==> src/rtl/tg_mode_ctrl.sv <==
module tg_mode_ctrl #(
  parameter int W     = 32,
  parameter int CW    = 8,
  parameter int ST_SH = 4,
  parameter int LT_SH = 10
) (
  input  logic          clk,
  input  logic          rst_n,
  input  logic          tick,
  input  logic          ref_ok,
  input  logic [W-1:0]  loop_freq,
  input  logic [W-1:0]  cal_offset,
  input  logic [CW-1:0] lock_need,
  input  logic [CW-1:0] st_need,
  input  logic [CW-1:0] lt_need,
  input  logic          force_en,
  input  logic [1:0]    force_mode,
  input  logic          hist_wr,
  input  logic          hist_sel,
  input  logic [W-1:0]  hist_wdata,
  input  logic          hist_clr,
  output logic [W-1:0]  st_hist,
  output logic [W-1:0]  lt_hist,
  output logic          st_valid,
  output logic          lt_valid,
  output logic [1:0]    mode,
  output logic [W-1:0]  ffo
);
  localparam logic [1:0] M_FREE = 2'd0, M_SYNC = 2'd1, M_PSEUDO = 2'd2, M_HOLD = 2'd3;
  localparam logic [CW-1:0] CMAX = {CW{1'b1}};

  logic [CW-1:0] ref_cnt, st_cnt, lt_cnt;
  logic signed [W:0] st_diff, lt_diff;
  logic [W-1:0] st_next, lt_next;

  wire qualified = ref_ok && (ref_cnt >= lock_need);
  wire upd = tick && (mode == M_SYNC);
  wire [1:0] fallback = lt_valid ? M_HOLD : (st_valid ? M_PSEUDO : M_FREE);
  wire [1:0] auto_mode = qualified ? M_SYNC : fallback;

  assign st_valid = (st_cnt != '0) && (st_cnt >= st_need);
  assign lt_valid = (lt_cnt != '0) && (lt_cnt >= lt_need);

  assign st_diff = $signed({loop_freq[W-1], loop_freq}) - $signed({st_hist[W-1], st_hist});
  assign lt_diff = $signed({loop_freq[W-1], loop_freq}) - $signed({lt_hist[W-1], lt_hist});
  assign st_next = (st_cnt == '0) ? loop_freq : st_hist + W'(st_diff >>> ST_SH);
  assign lt_next = (lt_cnt == '0) ? loop_freq : lt_hist + W'(lt_diff >>> LT_SH);

  always_comb begin
    case (mode)
      M_SYNC:   ffo = loop_freq;
      M_PSEUDO: ffo = st_hist;
      M_HOLD:   ffo = lt_hist;
      default:  ffo = cal_offset;
    endcase
  end

  always_ff @(posedge clk or negedge rst_n) begin
    if (!rst_n) begin
      ref_cnt <= '0;
      mode    <= M_FREE;
    end else begin
      if (!ref_ok) ref_cnt <= '0;
      else if (tick && ref_cnt < lock_need) ref_cnt <= ref_cnt + 1'b1;
      mode <= force_en ? force_mode : auto_mode;
    end
  end

  always_ff @(posedge clk or negedge rst_n) begin
    if (!rst_n) begin
      st_hist <= '0; lt_hist <= '0; st_cnt <= '0; lt_cnt <= '0;
    end else if (hist_clr) begin
      st_hist <= '0; lt_hist <= '0; st_cnt <= '0; lt_cnt <= '0;
    end else if (hist_wr) begin
      if (hist_sel) begin lt_hist <= hist_wdata; lt_cnt <= CMAX; end
      else          begin st_hist <= hist_wdata; st_cnt <= CMAX; end
    end else if (upd) begin
      st_hist <= st_next;
      lt_hist <= lt_next;
      if (st_cnt != CMAX) st_cnt <= st_cnt + 1'b1;
      if (lt_cnt != CMAX) lt_cnt <= lt_cnt + 1'b1;
    end
  end


  sync_needs_ref_chk: assert property (@(posedge clk) disable iff (!rst_n)
    (mode == M_SYNC && !$past(force_en)) |-> $past(ref_ok));

  holdover_needs_lt_chk: assert property (@(posedge clk) disable iff (!rst_n)
    (mode == M_HOLD && !$past(force_en)) |-> $past(lt_valid));

  history_frozen_chk: assert property (@(posedge clk) disable iff (!rst_n)
    (mode != M_SYNC && !hist_wr && !hist_clr) |=> ($stable(lt_hist) && $stable(st_hist)));

  clear_drops_valid_chk: assert property (@(posedge clk) disable iff (!rst_n)
    hist_clr |=> (!st_valid && !lt_valid));

  force_applies_chk: assert property (@(posedge clk) disable iff (!rst_n)
    force_en |=> (mode == $past(force_mode)));
endmodule

==> config.mk <==
export PLATFORM = sky130hd
export DESIGN_NAME = tg_mode_ctrl
export DESIGN_NICKNAME = d
export VERILOG_FILES = /design/src/rtl/tg_mode_ctrl.sv
export SDC_FILE = /design/constraint.sdc
export NUM_CORES = 1
export LEC_CHECK = 0
export BUFFER_PORTS_ARGS = -buffer_cell sky130_fd_sc_hd__buf_2
export CAP_MARGIN = 20
export CORE_MARGIN = 8
export CORE_UTILIZATION = 49
export CTS_CLUSTER_DIAMETER = 120
export DETAILED_ROUTE_END_ITERATION = 10
export PLACE_DENSITY = 0.72
export SETUP_SLACK_MARGIN = 0.1
export SLEW_MARGIN = 30
export SYNTH_ARGS = -nofsm -noshare
export SYNTH_HDL_FRONTEND = slang
export SYNTH_SLANG_ARGS = --single-unit
==> constraint.sdc <==
create_clock -name clk -period 10.9 [get_ports clk]
set_clock_uncertainty 0.15 [all_clocks]
set_input_delay 0.545 -clock clk [delete_from_list [all_inputs] [get_ports clk]]
set_output_delay 0.545 -clock clk [all_outputs]
set_load 0.05 [all_outputs]
# Word-level counts from Yosys, hierarchy flattened

Index checks and enable logic that the tools add are counted.

Add/subtract/negate cells: 7
Magnitude comparators: 4
Equality and inequality tests: 8
Mux-type cells: 27
Reduce and logical (&&, ||, !) cells: 16

Operators with widths:

| kind                                                            | number |
|---|---|
| 32-bit two-way mux                                              | 10 |
| 8-bit two-way mux                                               | 12 |
| 32-bit one-hot mux with 3 select lines                          | 1 |
| 32-bit by 32-bit subtractor with 33-bit output                  | 2 |
| 32-bit adder                                                    | 2 |
| 8-bit by 1-bit adder with 8-bit output, second input constant   | 3 |
| 8-bit greater-or-equal comparator                               | 3 |
| 8-bit zero test                                                 | 2 |
| 8-bit != test, second input constant                            | 2 |
| 8-bit nonzero test                                              | 2 |
| 3-bit nonzero test                                              | 3 |
| 8-bit less-than comparator                                      | 1 |
| 2-bit two-way mux                                               | 4 |
| 3-bit AND reduction                                             | 2 |
| 1-bit logical AND                                               | 5 |
| 2-bit == test, second input constant                            | 2 |
| 2-bit AND reduction                                             | 2 |
| 3-bit by 1-bit != test with 1-bit output, second input constant | 1 |
| 3-bit by 2-bit != test with 1-bit output, second input constant | 1 |
| 2-bit by 1-bit == test with 1-bit output, second input constant | 1 |
| 2-bit by 1-bit != test with 1-bit output, second input constant | 1 |

Register bits: 90
Bits of input ports: 130
Output and inout bits: 100
Word-level logic and storage cells: 68

# Logic depth before layout (Yosys ltp)

Gate-level depths: netlist of the first run.

Depth in word-level cells: 6
Depth in mapped cells: 25
Gate-level depth less buffers: 25

# Least setup slack after synthesis of the first run

Ideal clock, no wire load.

Path kind: flip-flop to flip-flop
Start: register lt_hist[1]
End: register lt_hist[31]
Setup time: 0.083 ns
Data arrival time: 5.053 ns
Data required time: 10.667 ns
Setup slack: 5.613 ns
Stages on the path, launching flop included: 25
Buffers on the path: 0
Period minus slack after synthesis: 5.287 ns
Path through: dfrtp_1 inv_1 ha_1 a21o_1 a21o_1 a21oi_1 nor3b_1 o21a_1 o21a_1 o21a_1 o41a_1 a21oi_1 xnor2_1 ha_1 a21o_1 a21o_1 a22oi_1 o31ai_2 o41ai_2 or3_1 a31oi_1 a31oi_1 xor2_1 o32a_1 o22ai_1

Longest elaborated chain between the ends: 6

Ends and longest elaborated chain:

| element                                        | line | text |
|---|---|---|
| start, declared                                | 23   | `output logic [W-1:0] lt_hist,` |
| start signal, assigned                         | 79   | `lt_hist <= lt_next;` |
| 32-bit by 32-bit subtractor with 33-bit output | 45   | `assign lt_diff = $signed({loop_freq[W-1], loop_freq}) - $signed({lt_hist[W-1], lt_hist});` |
| 32-bit adder *                                 | 47   | `assign lt_next = (lt_cnt == '0) ? loop_freq : lt_hist + W'(lt_diff >>> LT_SH);` |
| 32-bit two-way mux *                           | 47   |  |
| 32-bit two-way mux *                           | 77   | `end else if (upd) begin` |
| 32-bit two-way mux *                           | 74   | `end else if (hist_wr) begin` |
| 32-bit two-way mux *                           | 72   | `end else if (hist_clr) begin` |

Every way passes the cells marked *; elsewhere a longest branch is shown, timed or not. The select of a mux whose other input is x is not followed.
A chain may end at the register's enable or synchronous reset.

# Final worst setup path of the first run

Start: register lt_hist[1]
End: register lt_hist[30]

The elaborated chain is that of the path after synthesis.

==> flow_results.org, run 1 <==
** Global routing
- Across every metal layer, demand over resource in global routing totals 28.1%.
- Remaining Overflow, GRT :: 0
- The via count of the first global-routing pass came to 11900.
- Largest net degree at the start of global routing :: 81
- Number of antenna violations at the first check in global routing :: 0
- The first global-routing pass estimated 64700 um of wire.

** Worst setup path
- In this run the worst path has a maximum fanout of 5.
- STA puts the critical path data required time at 11.00 ns.
- Type of element capturing the critical path :: register
- Critical Path Start Type :: register
- Critical path start-end classification :: register to register
- Data on the critical path arrives at its endpoint at 5.86 ns.

** Clock network
- Clock sink count :: 90
- CTS buffer count :: 9
- Clk root buf :: sky130_fd_sc_hd__clkbuf_16
- The clock tree synthesis step divided the H-tree into 3 levels.
- Number of buffers on the longest clock path :: 2
- Clk slew on worst S/H paths :: 0.07 ns
- Gates resized during post-CTS repair numbered 0.
- Hold Buf Count CTS :: 0
- TritonCTS clock tree :: yes
- Once the clock tree was built, the setup fixing pass inserted 0 buffers.
- The clock reaches the later pin of the worst-skew pair after 0.36 ns.

** Timing
- Shortest clock period the worst path allows after layout :: 5.76 ns
- Final Slew Violations :: 0
- The worst path uses 52.8% of the clock period.
- Crit path setup slack, layout :: 5.14 ns
- Hold timing on the final database bottoms out at a slack of 0.0377 ns.
- Slew at the pin closest to its max-slew limit :: 0.955 ns
- Measured against its own limit, the worst slew margin works out to 36.4%.
- Highest clock rate :: 174 MHz
- After routing, the total negative slack on setup checks comes to 0 ns.
- Final Hold Vio Count :: 0
- Final setup violating endpoints :: 0
- Setup repair after global routing left no endpoint under its margin.

** Drt
- Dividing the detail-routed wire length by the instance count gives 21.2 um.
- Vias per cell :: 6.18
- Detailed-route DRC error count :: 0
- The first routing iteration left 1246 violations.
- After detailed routing, the total wire length is 42900 um.
- Total number of vias :: 12500
- Number of detailed-route iterations in the first pass :: 5
- Final antenna-violating net count :: 0

** Layout
- The layout has 2257 filler cells.
- Summing all multi-input logic gate instances after layout gives 8980 um^2.
- Sequential cell area :: 2250 um^2
- 0 antenna diodes ended up in the layout.
- In the final design database the tool counted 1987 nets.
- The area growth from synthesis to layout is 14.7%.
- Fraction of final layout cells sized beyond drive strength 1 :: 19.0%

** Power and ir drop
- For this design the static power due to leakage is 6.82 nW.
- Peak VDD IR :: 302 uV
- The design draws 5.16 mW.
- Dividing total power by cell area gives a power density of 376 nW/um^2.

** Synth
- Mean instance size in the synthesized netlist :: 7.96 um^2
- Sequential elements use 18.8% of the synthesized area.
- For this run, the leading register cell type out of synthesis is sky130_fd_sc_hd__dfrtp_1.
- Post-Syn Nets :: 1797
- In the synthesized netlist, the number of instances is 1503.
- Number of flops mapped to enable cells by yosys :: 0
- Synthesis instantiated 86 different standard cells from the library.
- In the post-synthesis netlist, the biggest area contributors are sky130_fd_sc_hd__dfrtp_1 19%, sky130_fd_sc_hd__ha_1 17%, sky130_fd_sc_hd__mux4_2 5.8%.
- FF+latch count, synth :: 90
- The mapped netlist covers 12000 um^2.
- The share of synthesized area in the top cell type comes to 18.8%.
- Number of warnings printed during yosys synthesis :: 0
- Counting flops with an async set or reset pin after synthesis yields a share of 100%.
- Of all cell types, the one taking the most synthesized area is sky130_fd_sc_hd__dfrtp_1.

** Floorplan
- Effective utilization at floorplan :: 49.5%
- In this run the standard cell core region covers 24200 um^2.
- Die area :: 29700 um^2
- In this run the core area contains 57 standard-cell rows.
- The floorplan step set the die height to 172 um.
- Die extent in x :: 172 um
- 230 I/O pins were placed.

** Placement
- At the end of routability-driven placement, the weighted congestion stood at 1.02.
- The count of buffers added on input and output ports is 229.
- Setup WS pre-CTS :: 5.14 ns
- After legalization and detailed placement, the total HPWL measured 32700 um.

** Flow run
- The tool flagged a number of max-cap violations equal to 0.

** Worst hold path
- Class of the tightest hold or removal check :: input port to asynchronous set/reset pin

** Status
- The run finished with clean final reports.
==> cell families (layout without fill, tap and decap cells) <==
kind of cell	count (synthesis)	count (layout)	synth area share [%]
xor gates and xnor gates	94	94	7.00
muxes	46	46	7.24
and+or+nand+nor	430	430	17.1
DFF	90	90	18.8
buffers and inverters	199	394	6.26
adders and majority gates	164	164	17.3
AOI/OAI and AO/OA	480	480	26.2
==> flip-flops by register name, summed over array words and instances, names as in the netlist <==
signal,count
ref_cnt,8
lt_hist,32
st_cnt,8
st_hist,32
lt_cnt,8
mode,2
==> layer usage <==
layer / up-vias / global-route usage [%] / routed length, um
li1: 5848 / - / -
met1: 5919 / 34.9 / 17100
met2: 635 / 46.2 / 19800
met3: 102 / 6.00 / 4430
met5: - / 0 / 0
met4: 0 / 12.7 / 1620
==> Yosys cell counts (7+ instances only) <==
cell type,instances
sky130_fd_sc_hd__a21oi_1,131
sky130_fd_sc_hd__mux4_2,31
sky130_fd_sc_hd__nor2_1,132
sky130_fd_sc_hd__xor2_1,34
sky130_fd_sc_hd__a21o_1,54
sky130_fd_sc_hd__dfrtp_1,90
sky130_fd_sc_hd__nor2b_1,20
sky130_fd_sc_hd__or3_1,9
sky130_fd_sc_hd__a211oi_1,20
sky130_fd_sc_hd__o21ai_0,93
sky130_fd_sc_hd__nand2b_1,19
sky130_fd_sc_hd__mux2i_1,13
sky130_fd_sc_hd__nor3_1,28
sky130_fd_sc_hd__o21bai_1,12
sky130_fd_sc_hd__nand4_1,13
sky130_fd_sc_hd__o31ai_1,11
sky130_fd_sc_hd__o21a_1,14
sky130_fd_sc_hd__clkbuf_1,54
sky130_fd_sc_hd__xnor2_1,59
sky130_fd_sc_hd__nand2_1,115
sky130_fd_sc_hd__nand3_1,33
sky130_fd_sc_hd__o211ai_1,13
sky130_fd_sc_hd__o21ai_1,14
sky130_fd_sc_hd__inv_1,136
sky130_fd_sc_hd__a22oi_1,7
sky130_fd_sc_hd__a31oi_1,29
sky130_fd_sc_hd__buf_1,8
sky130_fd_sc_hd__ha_1,162
sky130_fd_sc_hd__and2_1,10
sky130_fd_sc_hd__and3_1,21
==> power by group <==
group	switching, mW	internal, mW
combinational	2.53	1.60
clock	0.159	0.204
sequential	0.230	0.441
total	2.92	2.24
==> through the flow <==
step	instances	area [um^2]	util [%]
after floorplan	1503	12000	-
after CTS	2021	13700	56.7
final	2022	13700	56.8
after global routing	2022	13700	56.8
after detailed placement	2005	13400	55.4
after global placement	2005	13400	55.4
==> cells in the final DEF, fill, tap and decap left out, drive strengths merged, types with 6 or more instances in the layout <==
| cell | count |
|---|---|
| nand2 | 115 |
| nand2b | 20 |
| nand4 | 13 |
| or3 | 10 |
| o41ai | 7 |
| and4 | 6 |
| xor2 | 34 |
| or2 | 7 |
| nand3 | 34 |
| clkbuf | 9 |
| dfrtp | 90 |
| a31oi | 29 |
| nor2b | 20 |
| a221oi | 6 |
| mux2i | 13 |
| inv | 138 |
| a21boi | 11 |
| a21o | 54 |
| a22oi | 7 |
| buf | 242 |
| and3 | 22 |
| o21a | 15 |
| o21ai | 108 |
| ha | 162 |
| o31ai | 12 |
| a21oi | 132 |
| mux4 | 32 |
| o21bai | 12 |
| o22a | 6 |
| nor3 | 28 |
| a211oi | 21 |
| xnor2 | 59 |
| and2 | 10 |
| nor2 | 132 |
| o211ai | 13 |
==> final cells by class <==
class / instances / share of cell area (%)
multi-input cells: 1214 / 65.5
flip-flops and latches: 90 / 16.4
repair buffers: 242 / 9.06
inverters: 136 / 3.72
well taps: 324 / 2.95
clock buffers: 9 / 1.64
clock inverters: 7 / 0.729
==> path summary, 6_finish.rpt <==
| path | start | end | slack (ns) | cells after the start |
|---|---|---|---|---|
| max in group asynchronous | rst_n | mode[0]$_DFF_PN0_ | 9.44 | 2 |
| worst max register to register | lt_hist[1]$_DFFE_PN0P_ | lt_hist[30]$_DFFE_PN0P_ | 5.14 | 24 |
| worst max-delay path | lt_hist[1]$_DFFE_PN0P_ | lt_hist[30]$_DFFE_PN0P_ | 5.14 | 24 |
| worst min register to register | st_cnt[5]$_DFFE_PN0P_ | st_cnt[5]$_DFFE_PN0P_ | 0.43 | 1 |
| min in group clk | force_mode[1] | mode[1]$_DFF_PN0_ | 0.23 | 3 |
| worst min-delay path | rst_n | st_cnt[5]$_DFFE_PN0P_ | 0.04 | 1 |
==> critical path: stages (launching register included) <==
cell	delay (ns)
sky130_fd_sc_hd__dfrtp_1	0.44
sky130_fd_sc_hd__inv_1	0.11
sky130_fd_sc_hd__ha_1	0.29
sky130_fd_sc_hd__a21o_1	0.16
sky130_fd_sc_hd__a21o_1	0.20
sky130_fd_sc_hd__a21oi_1	0.23
sky130_fd_sc_hd__nand4bb_1	0.28
sky130_fd_sc_hd__a31oi_1	0.19
sky130_fd_sc_hd__nor2_1	0.26
sky130_fd_sc_hd__o21ai_1	0.17
sky130_fd_sc_hd__a31o_2	0.29
sky130_fd_sc_hd__a21oi_1	0.17
sky130_fd_sc_hd__xnor2_1	0.17
sky130_fd_sc_hd__ha_1	0.30
sky130_fd_sc_hd__a21oi_1	0.20
sky130_fd_sc_hd__o21ai_0	0.15
sky130_fd_sc_hd__a221o_1	0.38
sky130_fd_sc_hd__a21oi_1	0.21
sky130_fd_sc_hd__nor2_1	0.06
sky130_fd_sc_hd__a211oi_1	0.22
sky130_fd_sc_hd__o21a_1	0.20
sky130_fd_sc_hd__o21ai_1	0.11
sky130_fd_sc_hd__o41ai_1	0.42
sky130_fd_sc_hd__mux2i_1	0.24
sky130_fd_sc_hd__nor2_1	0.06
Power figures use the tool's default switching activity.
==> run 2: changes to the inputs <==
Settings changed: PLACE_DENSITY 0.72 to 0.75.
Clock period 10.9 ns to 5 ns, I/O delays scaled along.
==> run 2 against run 1 <==
Against the previous run: hold slack improved by 0.010 ns; non-clock buffer count rose by 134; the run now ends with setup timing left; core utilization rose by 7.4 points; wire length rose by 9.7%; combinational power rose to 2.7 times the previous value; sequential share of layout area fell by 1.7 points; via count rose by 6.1%; first-iteration DRC count rose by 6.2%; register-to-register slack got worse by 5.3 ns; clock power rose by 130%; clock-buffer cell count did not move; total power rose to 2.6 times the previous value.
==> flow_results.org, run 2 (synthesis results as in run 1) <==
** Layout
- The fraction of layout cells with a size suffix above 1 came to 31.6% (was 19.0%).
- Non-filler cells, final :: 2157 (was 2022)
- Top library cells by usage in the layout, fill and taps aside :: 228 x sky130_fd_sc_hd__buf_2, 149 x sky130_fd_sc_hd__ha_1, 139 x sky130_fd_sc_hd__buf_4 (was 229 x sky130_fd_sc_hd__buf_2, 162 x sky130_fd_sc_hd__ha_1, 136 x sky130_fd_sc_hd__inv_1)
- The count of nets after finishing is 2121 (was 1987).
- Largest regs: lt_hist x32, st_hist x32 (unchanged).
- The post-layout utilization of the core came to 64.1% (was 56.8%).
- Area added between synthesis and finish :: 29.7% (was 14.7%)
- Most common cell after layout, fill and taps aside :: sky130_fd_sc_hd__buf_2 (unchanged)
- Final instance area :: 15500 um^2 (was 13700 um^2)

** Status
- Outcome :: complete, but fails checks (was finished, final reports clean)
- The final reports fail on setup timing.

** Clock network
- The TritonCTS clock tree is yes (unchanged).
- The library cell used as clock root buffer is sky130_fd_sc_hd__clkbuf_16 (unchanged).
- Skew-Pair Late Insertion Delay :: 0.37 ns (was 0.36 ns)
- The TritonCTS buffer count was 9 (unchanged).
- The clock sink count was 90 (unchanged).
- The number of buffers on the longest clock path was 2 (unchanged).
- The maximum level of the CTS H-tree is 3 (unchanged).
- The clock-pin slew reported for the worst setup and hold paths after clock tree synthesis is 0.08 ns (was 0.07 ns).

** Global routing
- Via count of the first global-routing pass :: 12900 (was 11900)
- The number of antenna violations at the first check in global routing was 2 (was 0).
- Total global-route track usage :: 30.7% (was 28.1%)
- The total global routing overflow came to 0 (unchanged).
- Largest net degree at the start of global routing :: 56 (was 81)
- The first-pass GRT wire length was 70700 um (was 64700 um).

** Drt
- Total number of vias :: 13300 (was 12500)
- The vias per cell came to 6.15 (was 6.18).
- Number of detailed-route iterations in the first pass :: 8 (was 5)
- Routed wire length :: 47100 um (was 42900 um)
- The final routed DRC violation total is 0 (unchanged).
- The routed length per instance is 21.8 um (was 21.2 um).
- The residual antenna-violating net count after detailed routing was 0 (unchanged).
- The number of violations reported at the end of detailed-routing iteration 0 is 1323 (was 1246).

** Timing
- Slew at the pin closest to its max-slew limit :: 1.01 ns (was 0.955 ns)
- The achievable clock frequency is 193 MHz (was 174 MHz).
- Final Hold Vio Count :: 0 (unchanged)
- The total count of max-transition violations in the final report came to 0 (unchanged).
- RSZ-0062 raised after global routing :: true (was false)
- The worst relative slew slack is 32.7% (was 36.4%).
- Shortest clock period the worst path allows after layout :: 5.18 ns (was 5.76 ns)
- The final sum of negative setup slack came to -0.625 ns (was 0 ns).
- Final setup violating endpoints :: 6 (was 0)
- Share of the clock period used by the worst path after layout :: 104% (was 52.8%)
- The slack of the critical path came to -0.185 ns (was 5.14 ns).

** Placement
- Placed Cells :: 2106 (was 2005)
- The total half-perimeter wirelength after legalization and detailed placement came to 35600 um (was 32700 um).
- The number of input and output port buffers inserted came to 229 (unchanged).
- The placed instance area came to 14200 um^2 (was 13400 um^2).
- The routability congestion estimate from global placement came to 0.993 (was 1.02).
- The worst setup slack before clock tree synthesis was -0.115 ns (was 5.14 ns).

** Floorplan
- The die height is 172 um (unchanged).
- Die area :: 29700 um^2 (unchanged)
- Count of boundary I/O pins :: 230 (unchanged)
- Core outline area :: 24200 um^2 (unchanged)
- Die extent in x :: 172 um (unchanged)
- Effective utilization at floorplan :: 49.5% (unchanged)
- The count of standard-cell rows came to 57 (unchanged).

** Worst setup path
- The arrival time at the worst endpoint came to 5.32 ns (was 5.86 ns).
- The maximum fanout along the worst path was 3 (was 5).
- The data required time at the worst endpoint was 5.14 ns (was 11.00 ns).
- Type of element capturing the critical path :: register (unchanged)
- Critical Path Start Type :: register (unchanged)
- Register-to-register path setup slack :: -0.18 ns (was 5.14 ns)
- The critical path start-end classification is register to register (unchanged).

** Power and ir drop
- The cell leakage power is 7.59 nW (was 6.82 nW).
- The worst IR drop on VDD is 691 uV (was 302 uV).
- The power per unit of standard cell area is 863 nW/um^2 (was 376 nW/um^2).

** Worst hold path
- The class of the worst hold path was input port to register (was input port to asynchronous set/reset pin).

** Flow run
- Maximum Capacitance Violations :: 0 (unchanged)
[run 2: cell count changes in the layout (fill, tap and decap cells not counted), moves of 15 or more]
cell                      delta
sky130_fd_sc_hd__dfrtp_2    +23
sky130_fd_sc_hd__buf_4     +126
sky130_fd_sc_hd__a21oi_1    -19
sky130_fd_sc_hd__dfrtp_1    -23
sky130_fd_sc_hd__o21ai_0    -20
sky130_fd_sc_hd__a21oi_2    +15
[run 2: final timing paths]
check | from | endpoint | cells after the start
max | lt_hist[8]$_DFFE_PN0P_ | lt_hist[31]$_DFFE_PN0P_ | 25
min reg2reg | st_cnt[1]$_DFFE_PN0P_ | st_cnt[1]$_DFFE_PN0P_ | 2
max in group asynchronous | rst_n | st_hist[4]$_DFFE_PN0P_ | 3
min in group asynchronous | rst_n | ref_cnt[7]$_DFFE_PN0P_ | 2
max reg2reg | lt_hist[8]$_DFFE_PN0P_ | lt_hist[31]$_DFFE_PN0P_ | 25
min | ref_ok | ref_cnt[5]$_DFFE_PN0P_ | 2
[run 2: cell type report]
class | count | area (um^2)
Clock buffer | 9 | 225
Sequential cell | 90 | 2280
Fill cell | 2077 | 8670
Multi-Input combinational cell | 1214 | 9680
Tap cell | 324 | 405
Clock inverter | 7 | 123
Antenna cell | 1 | 2.50
Inverter | 136 | 510
Timing Repair Buffer | 376 | 2280
[run 2: where the power goes]
group | leakage (nW) | total [mW] | switching [mW] | internal (mW)
clock network | 0.163 | 0.847 | 0.353 | 0.493
registers | 1.12 | 1.27 | 0.290 | 0.976
logic | 6.31 | 11.3 | 6.57 | 4.70
[run 2: routing by layer]
metal	global-route usage, %	share of wire (%)	up-vias
met5	0	0.098	-
met4	16.0	5.4	2
met3	5.82	9.6	174
met2	51.4	47	753
met1	37.0	38	6228
li1	-	-	6108
[run 2: per-stage QoR]
| step | hold slack [ns] | total power [mW] |
|---|---|---|
| after detailed placement | 0.109 | 11.2 |
| after global placement | 0.105 | 11.0 |
| final | 0.0481 | 13.4 |
| after floorplan | -0.196 | 8.25 |
| after global routing | 0.0607 | 14.2 |
| after CTS | 0.0483 | 12.5 |
[run 2: critical path, cell delays in order (launching register included)]
cell,delay (ns)
sky130_fd_sc_hd__dfrtp_2,0.41
sky130_fd_sc_hd__inv_2,0.08
sky130_fd_sc_hd__ha_4,0.20
sky130_fd_sc_hd__a22oi_2,0.15
sky130_fd_sc_hd__o211ai_1,0.18
sky130_fd_sc_hd__a21oi_4,0.22
sky130_fd_sc_hd__nor3b_2,0.08
sky130_fd_sc_hd__o21a_1,0.18
sky130_fd_sc_hd__o21a_1,0.18
sky130_fd_sc_hd__o21a_1,0.18
sky130_fd_sc_hd__o41a_1,0.35
sky130_fd_sc_hd__a21oi_2,0.19
sky130_fd_sc_hd__xnor2_2,0.14
sky130_fd_sc_hd__ha_1,0.28
sky130_fd_sc_hd__a21o_1,0.16
sky130_fd_sc_hd__a21o_1,0.18
sky130_fd_sc_hd__a22oi_2,0.19
sky130_fd_sc_hd__o31ai_4,0.11
sky130_fd_sc_hd__o41ai_2,0.36
sky130_fd_sc_hd__buf_4,0.19
sky130_fd_sc_hd__or3_4,0.14
sky130_fd_sc_hd__a31oi_4,0.10
sky130_fd_sc_hd__a31oi_2,0.18
sky130_fd_sc_hd__xor2_1,0.11
sky130_fd_sc_hd__o32a_1,0.29
sky130_fd_sc_hd__o22ai_1,0.11
[run 2: repair_timing]
action	CTS	global route
endpoints found under the hold margin	37	0
gates resized for setup	52	87
endpoints found under the setup margin	20	32
setup buffers	16	13
hold buffers	5	0
pin swaps	44	89
